$ cat src/rtl/can_ifs_pkg.sv
package can_ifs_pkg;

  typedef enum logic [2:0] {
    ST_IDLE,
    ST_INTER,
    ST_FLAG,
    ST_WAIT,
    ST_DELIM,
    ST_FRAME
  } ifsState_t;

  // Strobes from control to datapath
  typedef struct packed {
    logic cntClr;
    logic cntInc;
    logic reqInc;
    logic reqClr;
  } dpCtl_t;

endpackage

$ cat src/rtl/can_ifs_dp.sv
module can_ifs_dp
  import can_ifs_pkg::*;
#(
  parameter int CNT_W   = 4,
  parameter int REQ_W   = 2,
  parameter int OVL_MAX = 2,
  parameter int CNT_TOP = 8
) (
  input  logic             clk,
  input  logic             rstN,
  input  dpCtl_t           ctl,
  output logic [CNT_W-1:0] cnt,
  output logic [REQ_W-1:0] reqCnt
);

  always_ff @(posedge clk or negedge rstN) begin
    if (!rstN) begin
      cnt <= '0;
    end else if (ctl.cntClr) begin
      cnt <= '0;
    end else if (ctl.cntInc) begin
      cnt <= cnt + CNT_W'(1);
    end
  end

  always_ff @(posedge clk or negedge rstN) begin
    if (!rstN) begin
      reqCnt <= '0;
    end else if (ctl.reqClr) begin
      reqCnt <= '0;
    end else if (ctl.reqInc) begin
      reqCnt <= reqCnt + REQ_W'(1);
    end
  end


  req_cap_chk: assert property (@(posedge clk) disable iff (!rstN)
    reqCnt <= REQ_W'(OVL_MAX));


  cnt_range_chk: assert property (@(posedge clk) disable iff (!rstN)
    cnt <= CNT_W'(CNT_TOP));

endmodule

$ cat src/rtl/can_ifs_ctrl.sv
module can_ifs_ctrl
  import can_ifs_pkg::*;
#(
  parameter int IFS_LEN   = 3,
  parameter int FLAG_LEN  = 6,
  parameter int DELIM_LEN = 8,
  parameter int OVL_MAX   = 2,
  parameter int CNT_W     = 4,
  parameter int REQ_W     = 2
) (
  input  logic             clk,
  input  logic             rstN,
  input  logic             bitStb,
  input  logic             rxBit,
  input  logic             frameEnd,
  input  logic             notReady,
  input  logic [CNT_W-1:0] cnt,
  input  logic [REQ_W-1:0] reqCnt,
  output dpCtl_t           ctl,
  output logic             txDominant,
  output logic             sofPulse,
  output logic             busIdle,
  output logic             overloadActive
);

  ifsState_t state, nextState;
  logic      sofNext;
  logic      lastIfs, lastFlag, lastDelim, reqAllowed;

  // cnt holds the bits already done in the current phase
  assign lastIfs    = (cnt == CNT_W'(IFS_LEN - 1));
  assign lastFlag   = (cnt == CNT_W'(FLAG_LEN - 1));
  assign lastDelim  = (cnt == CNT_W'(DELIM_LEN - 1));
  assign reqAllowed = notReady && (reqCnt < REQ_W'(OVL_MAX));

  always_comb begin
    nextState = state;
    ctl       = '0;
    sofNext   = 1'b0;
    if (frameEnd) begin
      nextState  = ST_INTER;
      ctl.cntClr = 1'b1;
    end else if (bitStb) begin
      unique case (state)
        ST_IDLE: begin
          if (!rxBit) begin
            nextState  = ST_FRAME;
            sofNext    = 1'b1;
            ctl.reqClr = 1'b1;
          end
        end
        ST_INTER: begin
          ctl.cntInc = 1'b1;
          if (!rxBit) begin
            ctl.cntClr = 1'b1;
            if (lastIfs) begin
              nextState  = ST_FRAME;
              sofNext    = 1'b1;
              ctl.reqClr = 1'b1;
            end else begin
              nextState = ST_FLAG;
            end
          end else if (cnt == '0 && reqAllowed) begin
            nextState  = ST_FLAG;
            ctl.cntClr = 1'b1;
            ctl.reqInc = 1'b1;
          end else if (lastIfs) begin
            nextState  = ST_IDLE;
            ctl.cntClr = 1'b1;
          end
        end
        ST_FLAG: begin
          ctl.cntInc = 1'b1;
          if (lastFlag) begin
            nextState  = ST_WAIT;
            ctl.cntClr = 1'b1;
          end
        end
        ST_WAIT: begin
          if (rxBit) begin
            nextState  = ST_DELIM;
            ctl.cntInc = 1'b1;
          end
        end
        ST_DELIM: begin
          if (!rxBit) begin
            nextState  = ST_FLAG;
            ctl.cntClr = 1'b1;
          end else if (lastDelim) begin
            nextState  = ST_INTER;
            ctl.cntClr = 1'b1;
          end else begin
            ctl.cntInc = 1'b1;
          end
        end
        ST_FRAME: ;
        default: nextState = ST_IDLE;
      endcase
    end
  end

  always_ff @(posedge clk or negedge rstN) begin
    if (!rstN) begin
      state    <= ST_IDLE;
      sofPulse <= 1'b0;
    end else begin
      state    <= nextState;
      sofPulse <= sofNext;
    end
  end

  assign txDominant     = (state == ST_FLAG);
  assign busIdle        = (state == ST_IDLE);
  assign overloadActive = (state == ST_FLAG) || (state == ST_WAIT) || (state == ST_DELIM);


  flag_end_on_strobe_chk: assert property (@(posedge clk) disable iff (!rstN)
    $fell(txDominant) |-> ($past(bitStb) || $past(frameEnd)));


  idle_exit_chk: assert property (@(posedge clk) disable iff (!rstN)
    $fell(busIdle) |-> (sofPulse || $past(frameEnd)));


  sof_no_ovl_chk: assert property (@(posedge clk) disable iff (!rstN)
    sofPulse |-> (!overloadActive && !txDominant));


  sof_single_chk: assert property (@(posedge clk) disable iff (!rstN)
    sofPulse |=> !sofPulse);


  delim_after_recessive_chk: assert property (@(posedge clk) disable iff (!rstN)
    (state == ST_DELIM && $past(state) == ST_WAIT) |-> $past(rxBit));

endmodule

$ cat src/rtl/can_ifs_overload.sv
module can_ifs_overload
  import can_ifs_pkg::*;
#(
  parameter int IFS_LEN   = 3,
  parameter int FLAG_LEN  = 6,
  parameter int DELIM_LEN = 8,
  parameter int OVL_MAX   = 2
) (
  input  logic clk,
  input  logic rstN,
  input  logic bitStb,
  input  logic rxBit,
  input  logic frameEnd,
  input  logic notReady,
  output logic txDominant,
  output logic sofPulse,
  output logic busIdle,
  output logic overloadActive
);

  localparam int LEN_A   = (IFS_LEN > FLAG_LEN) ? IFS_LEN : FLAG_LEN;
  localparam int CNT_TOP = (LEN_A > DELIM_LEN) ? LEN_A : DELIM_LEN;
  localparam int CNT_W   = $clog2(CNT_TOP + 1);
  localparam int REQ_W   = $clog2(OVL_MAX + 1);

  dpCtl_t           ctl;
  logic [CNT_W-1:0] cnt;
  logic [REQ_W-1:0] reqCnt;

  can_ifs_ctrl #(
    .IFS_LEN(IFS_LEN), .FLAG_LEN(FLAG_LEN), .DELIM_LEN(DELIM_LEN),
    .OVL_MAX(OVL_MAX), .CNT_W(CNT_W), .REQ_W(REQ_W)
  ) i_ctrl (
    .clk(clk), .rstN(rstN), .bitStb(bitStb), .rxBit(rxBit),
    .frameEnd(frameEnd), .notReady(notReady), .cnt(cnt), .reqCnt(reqCnt),
    .ctl(ctl), .txDominant(txDominant), .sofPulse(sofPulse),
    .busIdle(busIdle), .overloadActive(overloadActive)
  );

  can_ifs_dp #(
    .CNT_W(CNT_W), .REQ_W(REQ_W), .OVL_MAX(OVL_MAX), .CNT_TOP(CNT_TOP)
  ) i_dp (
    .clk(clk), .rstN(rstN), .ctl(ctl), .cnt(cnt), .reqCnt(reqCnt)
  );

endmodule

$ cat config.mk
export PLATFORM = sky130hd
export DESIGN_NAME = can_ifs_overload
export DESIGN_NICKNAME = d
export VERILOG_FILES = /design/src/rtl/can_ifs_pkg.sv /design/src/rtl/can_ifs_dp.sv /design/src/rtl/can_ifs_ctrl.sv /design/src/rtl/can_ifs_overload.sv
export SDC_FILE = /design/constraint.sdc
export NUM_CORES = 1
export LEC_CHECK = 0
export BUFFER_PORTS_ARGS = -buffer_cell sky130_fd_sc_hd__clkbuf_2
export CAP_MARGIN = 20
export CORE_MARGIN = 5
export CORE_UTILIZATION = 40
export CTS_CLUSTER_DIAMETER = 200
export CTS_CLUSTER_SIZE = 24
export DETAILED_ROUTE_END_ITERATION = 10
export PLACE_DENSITY_LB_ADDON = 0.25
export SETUP_SLACK_MARGIN = 0.5
export SLEW_MARGIN = 20
export SYNTH_ARGS = -nofsm -noshare
export SYNTH_HDL_FRONTEND = slang
export SYNTH_SLANG_ARGS = --single-unit
$ cat constraint.sdc
create_clock -name clk -period 2.1 [get_ports clk]
set_input_delay 0.42 -clock clk [delete_from_list [all_inputs] [get_ports clk]]
set_output_delay 0.42 -clock clk [all_outputs]
set_load 0.03 [all_outputs]
==> summary.txt <==
Power
  – Max IR drop VDD: 0.6474 mV
  – P_leak: 0.5040 nW
  – Pwr dens: 1061 nW/um^2

Clock tree
  – Clk slew on worst S/H paths: 0.06 ns
  – Num Clock Sinks: 10
  – Root Buffer: clkbuf_4
  – H-tree depth: 1
  – Clk Latency, worst-skew pair: 0.25 ns
  – Clk buf depth: 2
  – Total CTS buffers: 3
  – Hold buffer count at cts: 0
  – CTS tree: yes

Layout
  – Area Growth Syn to Fin: 46.38%
  – Layout cell share with drive strength beyond 1: 48.72%
  – Ant. Diodes: 0
  – Final net count: 128
  – Area of the multi-input gates: 593.1 sq um
  – Fillers: 176
  – Layout Cells excl Fill: 144
  – Final core occ: 60.61%
  – Storage cell area: 255.2 sq um

Yosys
  – Ranking of synthesized cells by area: dfrtp_1, ha_1, xnor2_1
  – Post-synth top cells: dfrtp_1, nor2_1, a21oi_1
  – Synth Net Count: 101
  – Netlist cell types: 37
  – EDFF count, synth: 0
  – Dominant cell by count in the synthesized netlist: dfrtp_1
  – Area share of the largest cell type after synthesis: 31.45%
  – Syn Inst Count: 91
  – Asr flop ratio synth: 100.0%
  – Ys Warns: 0
  – Post-Syn Area: 795.8 sq um
  – Synth Register Bits: 10
  – Yosys top cell by area: dfrtp_1
  – Register area share after synthesis: 31.45%
  – Avg Inst Size Synth: 8.745 sq um
  – Most used DFF post-synth: dfrtp_1

Global routing
  – Gr usage total: 14.24%
  – First-pass GRT wire length: 3056 um
  – Largest net degree at the start of global routing: 12
  – Grt ovf: 0
  – Initial antenna violation count: 0
  – Vias in the first global route: 724

STA
  – Slew Viols, Final: 0
  – Final Hold Viols: 0
  – Max frequency: 598.0 MHz
  – Slew HR: 67.14%
  – RSZ-0062 raised after global routing: yes
  – TNS Setup: 0 ns
  – Final worst slack: 0.4276 ns
  – Hold_ws: 0.01507 ns
  – Final period util: 79.64%
  – Final Setup Violations: 0
  – Post-layout min period: 1.672 ns
  – Slew @ Worst Pin: 0.4867 ns
  – Clock skew: 0.002078 ns

Route
  – DR iter-0 viols: 19
  – # DRC: 0
  – DR WL/cell: 14.88 um
  – Via count: 797
  – Final ANT Viol Nets: 0
  – Via density: 5.535
  – Routed wire length: 2142 um
  – TritonRoute pass-1 iters: 4

Flow run
  – Number of max-cap violations: 0

Die
  – Initial core utilization: 41.41%
  – # IOs: 10
  – Die Y: 54.60 um
  – Core area: 1922 sq um
  – Die extent in x: 54.60 um
  – Die area: 2981 sq um
  – Row cnt: 16

Hold path
  – Worst min path class: in2async

Placement
  – Dpl hpwl: 1245 um
  – Port-buffer cells: 9
  – RePlAce Congestion: 0.8200
  – Inst Count DP: 122
  – DP Worst Slack: 0.3243 ns

Worst setup path
  – CP endpoint kind: output port
  – Worst EP required: 1.68 ns
  – Type of origin of the critical path: flop
  – Crit-path slowest cell: dfrtp_2
  – Worst EP arrival: 1.25 ns
  – WP buf/inv: 2
  – Worst Path Max Fanout: 7
  – Crit Path Class: reg2out
  – Critical Path Max Stage Delay: 0.46 ns
  – CP cell instances: buf_6 > nor3b_4 > clkbuf_8
  – Top delay family on crit path: flip-flops

Outcome
  – Status: finished clean
==> stage by stage <==
| step | cell area, sq um | power (mW) |
|---|---|---|
| 2_1_floorplan | 812.0 | 0.6948 |
| 3_3_place_gp | 859.6 | 0.7688 |
| 3_5_place_dp | 859.6 | 0.7720 |
| 4_1_cts | 1055 | 1.114 |
| 5_1_grt | 1165 | 1.328 |
| 6_report | 1165 | 1.236 |
==> layer usage <==
| metal | routed length (um) | part of all wire [%] | track usage, % | vias to the layer above |
|---|---|---|---|---|
| met1 | 1000 | 47 | 17.86 | 383 |
| met5 | 0 | 0 | 0 | - |
| met3 | 63 | 2.9 | 1.090 | 6 |
| met2 | 1027 | 48 | 23.62 | 24 |
| li1 | - | - | - | 384 |
| met4 | 51 | 2.4 | 8.299 | 0 |
==> logic make-up (layout without fill, tap and decap cells) <==
family                   count (synthesis)  count (layout)  share of synthesized area, %
XOR/XNOR                                 4               4                         4.402
flip-flops                              10              10                         31.45
AND/OR/NAND/NOR                         36              36                         26.57
multiplexers                             3               3                         3.774
AO/OA/AOI/OAI                           23              23                         20.28
adder cells (fa/ha/maj)                  4               4                         6.290
buffers and inverters                   11              37                         7.231
==> repair_timing <==
item / in CTS / in global routing
setup buffers: 13 / 5
setup endpoints to repair: 11 / 13
resized for setup: 18 / 23
pin swaps: 8 / 16
==> area by class of cell <==
class	instances	area share [%]
Timing Repair Buffer	28	19.55
Multi-Input combinational cell	70	50.91
Sequential cell	10	21.91
Tap cell	27	2.900
Inverter	5	1.611
Clock buffer	4	3.115
==> flip-flops by register name (all words and copies together) (netlist names) <==
register,cells
i_dp.reqCnt,2
i_dp.cnt,4
i_ctrl.sofPulse,1
i_ctrl.state,3
==> power by group <==
part | internal [mW] | leakage [nW] | switching (mW)
Sequential | 0.246 | 0.126 | 0.0708
Clock | 0.105 | 0.0210 | 0.0555
Combinational | 0.389 | 0.357 | 0.370
Total | 0.739 | 0.504 | 0.496
==> placed cells by master (no fill, tap or decap), types with 4 or more instances in the layout <==
cell      count
nor2_1        8
buf_4        13
dfrtp_1       6
dfrtp_2       4
a21oi_1       6
xnor2_1       4
nand2_1       4
clkbuf_2      6
buf_6         6
==> worst register-to-register path, cell delays in order (launching register included) <==
cell and delay, ns:
dfrtp_2 0.41, inv_2 0.06, ha_4 0.15, and3b_1 0.17
buf_4 0.14, o211ai_1 0.16, a41o_1 0.24, mux2i_1 0.25
==> path summary, 6_finish.rpt <==
kind                       cells after the start  slack (ns)            start               to
setup / recovery                               3        0.43  i_ctrl.state[2]       txDominant
hold / removal                                 1        0.02             rstN   i_dp.reqCnt[1]
setup reg to reg                               7        0.43      i_dp.cnt[1]  i_ctrl.state[2]
hold reg to reg                                2        0.50   i_dp.reqCnt[1]   i_dp.reqCnt[1]
max in group asynchronous                      1        1.88             rstN      i_dp.cnt[1]
min in group clk                               2        0.46         frameEnd  i_ctrl.state[1]
Power figures use the tool's default switching activity.
